File: src/rtl/rtc_seq_pkg.sv
package rtc_seq_pkg;

    // Prescaler operating mode decoded from the divider-select field
    typedef enum logic [1:0] {
        DM_RUN    = 2'd0,
        DM_HOLD   = 2'd1,
        DM_FREEZE = 2'd2
    } div_mode_e;

    // Update sequence phase
    typedef enum logic [1:0] {
        ST_IDLE = 2'd0,
        ST_LEAD = 2'd1,
        ST_BUSY = 2'd2
    } seq_state_e;

    typedef struct packed {
        seq_state_e state;
        logic       adv;
        logic       done;
    } seq_regs_t;

endpackage

File: src/rtl/rtc_seq_mode_dec.sv
module rtc_seq_mode_dec
    import rtc_seq_pkg::*;
#(
    parameter logic [2:0] RUN_CODE = 3'b010
) (
    input  logic [2:0] div_sel,
    input  logic       tb_tick,
    output div_mode_e  mode,
    output logic       run_tick
);

    // Both codes with the two upper bits set hold the chain in reset
    always_comb begin
        if (div_sel[2:1] == 2'b11) begin
            mode = DM_HOLD;
        end else if (div_sel == RUN_CODE) begin
            mode = DM_RUN;
        end else begin
            mode = DM_FREEZE;
        end
        run_tick = tb_tick && (mode == DM_RUN);
    end

endmodule

File: src/rtl/rtc_seq_prescaler.sv
module rtc_seq_prescaler
    import rtc_seq_pkg::*;
#(
    parameter int TICKS_PER_SEC = 32768,
    parameter int LEAD_TICKS    = 8,
    parameter int BUSY_TICKS    = 65
) (
    input  logic      clk,
    input  logic      rst_n,
    input  div_mode_e mode,
    input  logic      run_tick,
    output logic      lead_ev,
    output logic      wrap_ev,
    output logic      busy_ev
);

    localparam int CW = $clog2(TICKS_PER_SEC);
    localparam logic [CW-1:0] LAST_C = CW'(TICKS_PER_SEC - 1);
    localparam logic [CW-1:0] HALF_C = CW'(TICKS_PER_SEC / 2);
    localparam logic [CW-1:0] LEAD_C = CW'(TICKS_PER_SEC - 1 - LEAD_TICKS);
    localparam logic [CW-1:0] BUSY_C = CW'(BUSY_TICKS - 1);

    typedef struct packed {
        logic [CW-1:0] cnt;
    } pre_regs_t;

    pre_regs_t r_d, r_q;

    always_comb begin
        r_d = r_q;
        if (mode == DM_HOLD) begin
            // preload so the first wrap lands half a second after release
            r_d.cnt = HALF_C;
        end else if (run_tick) begin
            r_d.cnt = (r_q.cnt == LAST_C) ? '0 : r_q.cnt + 1'b1;
        end
        lead_ev = run_tick && (r_q.cnt == LEAD_C);
        wrap_ev = run_tick && (r_q.cnt == LAST_C);
        busy_ev = run_tick && (r_q.cnt == BUSY_C);
    end

    always_ff @(posedge clk or negedge rst_n) begin
        if (!rst_n) begin
            r_q <= '0;
        end else begin
            r_q <= r_d;
        end
    end

endmodule

File: src/rtl/rtc_seq_fsm.sv
module rtc_seq_fsm
    import rtc_seq_pkg::*;
(
    input  logic      clk,
    input  logic      rst_n,
    input  div_mode_e mode,
    input  logic      set_mode,
    input  logic      lead_ev,
    input  logic      wrap_ev,
    input  logic      busy_ev,
    output logic      uip,
    output logic      adv_stb,
    output logic      done_stb
);

    seq_regs_t r_d, r_q;

    always_comb begin
        r_d      = r_q;
        r_d.adv  = 1'b0;
        r_d.done = 1'b0;
        if (mode == DM_HOLD) begin
            r_d.state = ST_IDLE;
        end else begin
            unique case (r_q.state)
                ST_IDLE: begin
                    // set mode only blocks the start of a cycle
                    if (lead_ev && !set_mode) begin
                        r_d.state = ST_LEAD;
                    end
                end
                ST_LEAD: begin
                    if (wrap_ev) begin
                        r_d.state = ST_BUSY;
                        r_d.adv   = 1'b1;
                    end
                end
                ST_BUSY: begin
                    if (busy_ev) begin
                        r_d.state = ST_IDLE;
                        r_d.done  = 1'b1;
                    end
                end
                default: r_d.state = ST_IDLE;
            endcase
        end
    end

    always_ff @(posedge clk or negedge rst_n) begin
        if (!rst_n) begin
            r_q <= '{state: ST_IDLE, adv: 1'b0, done: 1'b0};
        end else begin
            r_q <= r_d;
        end
    end

    assign uip      = (r_q.state != ST_IDLE);
    assign adv_stb  = r_q.adv;
    assign done_stb = r_q.done;

endmodule

File: src/rtl/rtc_update_seq.sv
module rtc_update_seq
    import rtc_seq_pkg::*;
#(
    parameter int         TICKS_PER_SEC = 32768,
    parameter int         LEAD_TICKS    = 8,
    parameter int         BUSY_TICKS    = 65,
    parameter logic [2:0] RUN_CODE      = 3'b010
) (
    input  logic       clk,
    input  logic       rst_n,
    input  logic       tb_tick,
    input  logic [2:0] div_sel,
    input  logic       set_mode,
    input  logic       stat_rd,
    output logic       uip,
    output logic       adv_stb,
    output logic       done_stb,
    output logic       rd_uip
);

    div_mode_e mode;
    logic      run_tick;
    logic      lead_ev, wrap_ev, busy_ev;
    logic      rd_uip_d, rd_uip_q;

    rtc_seq_mode_dec #(
        .RUN_CODE (RUN_CODE)
    ) u_dec (
        .div_sel  (div_sel),
        .tb_tick  (tb_tick),
        .mode     (mode),
        .run_tick (run_tick)
    );

    rtc_seq_prescaler #(
        .TICKS_PER_SEC (TICKS_PER_SEC),
        .LEAD_TICKS    (LEAD_TICKS),
        .BUSY_TICKS    (BUSY_TICKS)
    ) u_pre (
        .clk      (clk),
        .rst_n    (rst_n),
        .mode     (mode),
        .run_tick (run_tick),
        .lead_ev  (lead_ev),
        .wrap_ev  (wrap_ev),
        .busy_ev  (busy_ev)
    );

    rtc_seq_fsm u_fsm (
        .clk      (clk),
        .rst_n    (rst_n),
        .mode     (mode),
        .set_mode (set_mode),
        .lead_ev  (lead_ev),
        .wrap_ev  (wrap_ev),
        .busy_ev  (busy_ev),
        .uip      (uip),
        .adv_stb  (adv_stb),
        .done_stb (done_stb)
    );

    // Host read snapshot of the flag
    always_comb begin
        rd_uip_d = stat_rd ? uip : rd_uip_q;
    end

    always_ff @(posedge clk or negedge rst_n) begin
        if (!rst_n) begin
            rd_uip_q <= 1'b0;
        end else begin
            rd_uip_q <= rd_uip_d;
        end
    end

    assign rd_uip = rd_uip_q;

endmodule

File: config.mk
export PLATFORM = sky130hd
export DESIGN_NAME = rtc_update_seq
export DESIGN_NICKNAME = d
export VERILOG_FILES = /design/src/rtl/rtc_seq_pkg.sv /design/src/rtl/rtc_seq_mode_dec.sv /design/src/rtl/rtc_seq_prescaler.sv /design/src/rtl/rtc_seq_fsm.sv /design/src/rtl/rtc_update_seq.sv
export SDC_FILE = /design/constraint.sdc
export NUM_CORES = 1
export LEC_CHECK = 0
export BUFFER_PORTS_ARGS = -buffer_cell sky130_fd_sc_hd__buf_2
export CAP_MARGIN = 25
export CORE_ASPECT_RATIO = 0.6
export CORE_MARGIN = 2
export CORE_UTILIZATION = 41
export CTS_CLUSTER_DIAMETER = 100
export DETAILED_ROUTE_END_ITERATION = 10
export GPL_TIMING_DRIVEN = 0
export SYNTH_ARGS = -nofsm -noshare
export SYNTH_HDL_FRONTEND = slang
export SYNTH_SLANG_ARGS = --single-unit
File: constraint.sdc
create_clock -name clk -period 1.8 [get_ports clk]
set_input_delay 0.27 -clock clk [delete_from_list [all_inputs] [get_ports clk]]
set_output_delay 0.27 -clock clk [all_outputs]
set_load 0.1 [all_outputs]
==> flow_metrics.py, run 1 <==
metrics = {
    "layout": {
        "syn2layout_area_growth_pct": 20.56,
        "nets": 158,
        "antenna_cells": 0,
        "stdcell_area_um2": 1460,
        "utilization_pct": 51.52,
        "fillers": 273,
        "final-seq-area_um2": 504.2,
        "post_route_cells_drive_above_1_share_pct": 26.21,
        "multi_input_area_um2": 704.4,
    },
    "synth": {
        "yosys-top-cells-area": "dfrtp_1, or4_1, xor2_1, and3_1, ha_1",
        "ys_seq_area_share_pct": 41.32,
        "ys_types": 42,
        "syn_inst": 123,
        "yosysMostFrequentCell": "dfrtp_1",
        "synth_largest_area_cell": "dfrtp_1",
        "yosysTopAreaCellShare_pct": 41.32,
        "synth_mux_area_share_pct": 1.756,
        "yosys.area_share.simple_pct": 30.58,
        "post_synth_fa_ha_maj_area_fraction_pct": 3.099,
        "synth_area_um2": 1211,
        "yosys_warnings": 0,
        "synth_nets": 134,
        "synth_top_family_by_area": "simple AND/OR/NAND/NOR gates",
        "synthFlopType": "dfrtp_1",
        "synth-xor-area-share_pct": 4.339,
        "synthTopCellsByCount": "dfrtp_1, nand2_1, nor2_1, or4_1",
        "synthArstFlopShare_pct": 100.0,
        "ys_ff_latch": 20,
        "synth-compound-area-share_pct": 15.60,
        "syn_avg_cell_area_um2": 9.847,
        "synth_edf_count": 0,
    },
    "clock_network": {
        "cts-root-buf": "clkbuf_8",
        "clk_pin_slew_ns": 0.08,
        "cts_sinks": 20,
        "clkLatencyLatePin_ns": 0.25,
        "cts_max_level": 1,
        "clock_path_buffers": 2,
        "cts_buffers": 3,
        "cts_tree": "yes",
    },
    "sta": {
        "max_freq_mhz": 575.1,
        "rsz0062_at_grt": "yes",
        "report.final.hold_viol_count": 0,
        "final_max_slew_viol_count": 0,
        "max-slew-margin-rel_pct": 64.04,
        "period_share_pct": 96.60,
        "finalSetupViolations": 0,
        "finalSetupTns_ns": 0,
        "layout_min_cycle_time_ns": 1.739,
        "skew_ns": 0.004609,
        "worstMarginPinSlew_ns": 0.5358,
    },
    "worst_setup_path": {
        "cp-end-kind": "register",
        "crit_path_start_kind": "register",
        "slowest_delay_ns": 0.40,
        "path_max_fanout": 6,
        "cp.required_ns": 1.98,
        "critical_path_arrival_ns": 1.92,
        "crit_family": "simple AND/OR/NAND/NOR gates",
        "path_class": "register to register",
        "crit_buf_inv": 1,
        "slowest_stage": "dfrtp_1",
        "crit_chain": "buf_4 > ha_1 > or4bb_1 > or3_1 > a211oi_2",
    },
    "placed_design": {
        "dp_hpwl_um": 2261,
        "gp_routability_congestion": 0.9195,
        "numPortBuffers": 11,
        "dpl_cell_area_um2": 1319,
    },
    "worst_hold_path": {
        "hold_path.class": "input port to register",
    },
    "floorplan": {
        "die-area_um2": 3419,
        "die_h_um": 46.10,
        "core-area_um2": 2834,
        "ioPinCount": 12,
        "row_count": 15,
        "die_w_um": 74.17,
        "initial_core_util_pct": 42.74,
    },
    "power": {
        "intPower_mw": 0.6329,
        "irDropWorstVdd_mv": 0.3577,
        "seq_power_share_pct": 55.5,
        "clkPwrFrac_pct": 35.1,
        "p_leak_nw": 0.6151,
        "p_total_mw": 0.8356,
        "power_density_nw_per_um2": 572.2,
        "switching_share_pct": 24.25,
        "power.switching_mw": 0.2026,
        "pwr-share-comb_pct": 9.4,
    },
    "routing": {
        "drt_iter0_drc": 197,
        "drc": 0,
        "vias": 1111,
        "routedWlPerCell_um": 16.47,
        "drt_pre_antenna_iters": 4,
        "vias_per_cell": 5.941,
        "ant_nets": 0,
        "wirelength_um": 3080,
    },
    "global_routing": {
        "grt_start_max_net_pins": 21,
        "antenna_found_initial": 0,
        "grt_pass1_vias": 977,
        "overflow": 0,
        "grt.total_usage_pct": 19.42,
        "grt_pass1_wl_um": 4864,
    },
    "status": {
        "outcome": "complete, no violations",
    },
    "flow_run": {
        "cap_viol_max_count": 0,
    },
}
-- path summary, 6_finish.rpt --
path	from	end	slack [ns]	cells past startpoint
setup / recovery	u_pre.r_q[0]	u_fsm.r_q[2]	0.06	5
max in group asynchronous	rst_n	u_pre.r_q[4]	0.97	2
setup reg to reg	u_pre.r_q[0]	u_fsm.r_q[2]	0.06	5
hold reg to reg	rd_uip	rd_uip	0.51	1
hold / removal	stat_rd	rd_uip	0.26	2
min in group asynchronous	rst_n	u_pre.r_q[12]	0.49	2
-- per-layer routing --
| layer | vias up | share of wire, % | track usage, % |
|---|---|---|---|
| li1 | 523 | - | - |
| met1 | 539 | 50 | 29.01 |
| met2 | 47 | 42 | 29.11 |
| met3 | 2 | 7.4 | 4.595 |
| met4 | 0 | 0.26 | 2.909 |
| met5 | - | 0 | 0 |
-- per-stage QoR --
stage / setup WS, ns / hold WS [ns] / instances
6_report: 0.06127 / 0.2613 / 187
5_1_grt: -0.03232 / 0.2641 / 187
4_1_cts: 0.02342 / 0.2599 / 186
3_5_place_dp: -0.2239 / 0.2499 / 176
3_3_place_gp: -0.2323 / 0.2462 / 176
2_1_floorplan: 0.02804 / -0.02559 / 123
-- state kept, by name, indices dropped and copies added (netlist names) --
signal and flops:
rd_uip 1, u_fsm.adv_stb 1, u_fsm.done_stb 1, u_fsm.r_q 2, u_pre.r_q 15
-- final cells by class --
cell class | count | share of cell area (%)
Timing Repair Buffer | 19 | 8.055
Sequential cell | 20 | 34.53
Inverter | 6 | 1.542
Multi-Input combinational cell | 93 | 48.24
Buffer | 4 | 1.200
Tap cell | 42 | 3.599
Clock buffer | 3 | 2.828
-- kinds of logic (layout without fill, tap and decap cells) --
kind of cell	after synthesis	count (layout)
compound gates	26	26
xor+xnor	6	6
fa+ha+maj	3	3
buf+inv	10	32
flops	20	20
mux	2	2
simple gates	56	56
-- placed cells by master, fill, tap and decap left out, types with 2 or more instances in the layout --
master	n
o21ai_0	2
nand4_1	4
o221ai_1	2
o21ai_1	3
or4_4	2
clkbuf_1	2
a31oi_1	2
clkbuf_8	3
or4_1	6
ha_1	2
buf_4	7
buf_2	13
inv_1	6
o211ai_1	3
o31ai_1	3
nand3_2	2
a21oi_1	3
o2111ai_1	3
dfrtp_1	17
nor2_1	7
or3_1	3
nand2_1	8
nand3_1	3
dfrtp_2	3
and4_1	4
and3_1	6
xor2_1	5
-- power groups by stage --
| stage | clock (mW) | combinational [mW] | sequential [mW] |
|---|---|---|---|
| final | 0.293 | 0.0788 | 0.463 |
| after global routing | 0.317 | 0.0880 | 0.464 |
| after CTS | 0.302 | 0.0771 | 0.461 |
| after detailed placement | 0 | 0.0669 | 0.473 |
| after global placement | 0 | 0.0651 | 0.472 |
| after floorplan | 0 | 0.0343 | 0.470 |
-- timing repair --
| item | in CTS | in global routing |
|---|---|---|
| pin swaps | 0 | 5 |
| resized for setup | 4 | 5 |
| setup endpoints to repair | 12 | 13 |
| endpoints found under the hold margin | 20 | 0 |
| buffers inserted | 6 | 1 |
| hold buffers | 1 | 0 |
Note: power is estimated with default switching activity, not from simulation.
==> run 2: changes to the inputs <==
--- a/config.mk
+++ b/config.mk
@@ -7,7 +7,7 @@
 export LEC_CHECK = 0
 export BUFFER_PORTS_ARGS = -buffer_cell sky130_fd_sc_hd__buf_2
 export CAP_MARGIN = 25
-export CORE_ASPECT_RATIO = 0.6
+export CORE_ASPECT_RATIO = 1.75
 export CORE_MARGIN = 2
 export CORE_UTILIZATION = 41
 export CTS_CLUSTER_DIAMETER = 100
==> run 2 against run 1 <==
Compared with the run above: clock power increased by 17%; power increased by 6.9%; die area about the same; global-route usage increased by 2.4 points; critical path depth decreased by 1; non-clock buffer count increased by 4; sequential power increased by 0.9%; critical path type unchanged; largest power group unchanged.
==> flow_metrics.py, run 2 (same netlist as run 1, synthesis figures left out) <==
metrics = {
    "worst_setup_path": {
        "critical_path_arrival_ns": 1.91,
        "cp.required_ns": 1.95,
        "path_class": "register to register",
        "cp-end-kind": "register",
        "path_max_fanout": 5,
        "crit_path_start_kind": "register",
    },
    "clock_network": {
        "cts-root-buf": "clkbuf_8",
        "clkLatencyLatePin_ns": 0.26,
        "cts_sinks": 20,
        "cts_buffers": 3,
        "clk_pin_slew_ns": 0.07,
        "cts_max_level": 1,
        "clock_path_buffers": 2,
        "cts_tree": "yes",
    },
    "placed_design": {
        "numPortBuffers": 11,
        "gp_routability_congestion": 0.8622,
        "dp_hpwl_um": 2196,
    },
    "sta": {
        "layout_min_cycle_time_ns": 1.756,
        "worstMarginPinSlew_ns": 0.5805,
        "max-slew-margin-rel_pct": 61.04,
        "skew_ns": 0.003235,
        "max_freq_mhz": 569.4,
        "report.final.hold_viol_count": 0,
        "final_max_slew_viol_count": 0,
        "finalSetupViolations": 0,
        "hold_slack_ns": 0.2496,
        "period_share_pct": 97.58,
    },
    "power": {
        "irDropWorstVdd_mv": 0.4035,
        "power_density_nw_per_um2": 589.3,
        "p_leak_nw": 0.6457,
    },
    "layout": {
        "regMostFlops": "u_pre.r_q",
        "largest_register_ffs": 15,
        "utilization_pct": 52.93,
        "antenna_cells": 0,
        "largestRegisters": "u_pre.r_q (15), u_fsm.r_q (2)",
        "syn2layout_area_growth_pct": 25.10,
        "fillers": 272,
        "post_route_cells_drive_above_1_share_pct": 32.67,
        "final_common_cell": "dfrtp_1",
        "final_cell_mix": "dfrtp_1, buf_2, buf_4",
        "nets": 162,
    },
    "floorplan": {
        "ioPinCount": 12,
        "die_h_um": 75.90,
        "core-area_um2": 2863,
        "row_count": 26,
        "initial_core_util_pct": 42.31,
        "die_w_um": 45.09,
        "die-area_um2": 3422,
    },
    "routing": {
        "drt_iter0_drc": 58,
        "ant_nets": 0,
        "vias_per_cell": 6.618,
        "wl_met3_um": 132,
        "wl_met1_um": 1200,
        "wirelength_um": 3335,
        "routedWlPerCell_um": 18.74,
        "drt_pre_antenna_iters": 4,
        "drc": 0,
        "wl_met2_um": 1851,
        "routed.top_layer": "met4",
        "vias": 1178,
    },
    "global_routing": {
        "grt.total_usage_pct": 21.81,
        "grt_pass1_vias": 1186,
        "antenna_found_initial": 0,
        "grt_pass1_wl_um": 5568,
        "grt_start_max_net_pins": 21,
        "overflow": 0,
    },
    "worst_hold_path": {
        "hold_path.class": "input port to register",
    },
    "flow_run": {
        "cap_viol_max_count": 0,
    },
    "status": {
        "outcome": "complete, no violations",
    },
}
[run 2: cell types whose count changed in the layout (fill, tap and decap cells not counted), sizes merged]
cell    previous run  this run
buf               20        24
clkbuf             5         6
[run 2: worst paths after layout]
path	depth (start not counted)	slack, ns	from	endpoint
min reg2reg	1	0.51	rd_uip	rd_uip
max reg2reg	4	0.04	u_pre.r_q[1]	u_pre.r_q[1]
max	4	0.04	u_pre.r_q[1]	u_pre.r_q[1]
min	2	0.25	stat_rd	rd_uip
max in group asynchronous	2	1.00	rst_n	u_pre.r_q[12]
min in group asynchronous	2	0.47	rst_n	u_pre.r_q[13]
[run 2: routing by layer]
metal  track usage (%)  up-vias
li1                  -      527
met1             24.28      586
met2             35.71       51
met3             3.571       14
met4             14.41        0
met5                 0        -
[run 2: power by group]
group	total, mW	switching, mW	internal, mW
registers	0.467	0.0115	0.456
logic	0.0813	0.0483	0.0329
clock network	0.344	0.149	0.195
total	0.893	0.209	0.684
[run 2: worst max-delay path, stage by stage, from the launching register on]
cell and delay [ns]:
dfrtp_2 0.43, ha_4 0.19, nand3_4 0.13, or4_4 0.61
a32o_1 0.28
[run 2: stage by stage]
| stage | instances | setup TNS, ns | total power [mW] | area (um2) | setup slack [ns] |
|---|---|---|---|---|---|
| after floorplan | 123 | 0 | 0.5044 | 1211 | 0.02804 |
| after global placement | 162 | -0.7992 | 0.5361 | 1301 | -0.2340 |
| after detailed placement | 162 | -0.9644 | 0.5378 | 1301 | -0.2684 |
| after CTS | 171 | 0 | 0.8872 | 1418 | 0.005008 |
| after global routing | 178 | -0.006411 | 0.9399 | 1515 | -0.006411 |
| final | 178 | 0 | 0.8929 | 1515 | 0.04362 |
[run 2: area by class of cell]
class | instances | area (um2) | area share (%)
buffer | 4 | 17.52 | 1.156
inverter | 6 | 22.52 | 1.486
clock buffer | 4 | 55.05 | 3.633
sequential | 20 | 508.0 | 33.53
multi-input combinational | 93 | 729.5 | 48.14
timing repair buffer | 23 | 147.6 | 9.744
tap | 28 | 35.03 | 2.312
[run 2: repair_timing]
| item | 4_1_cts | 5_1_grt |
|---|---|---|
| gates resized for setup | 7 | 10 |
| hold endpoints to repair | 20 | 0 |
| pin swaps | 1 | 8 |
| hold buffers | 1 | 0 |
| setup buffers | 4 | 7 |
| endpoints found under the setup margin | 8 | 14 |
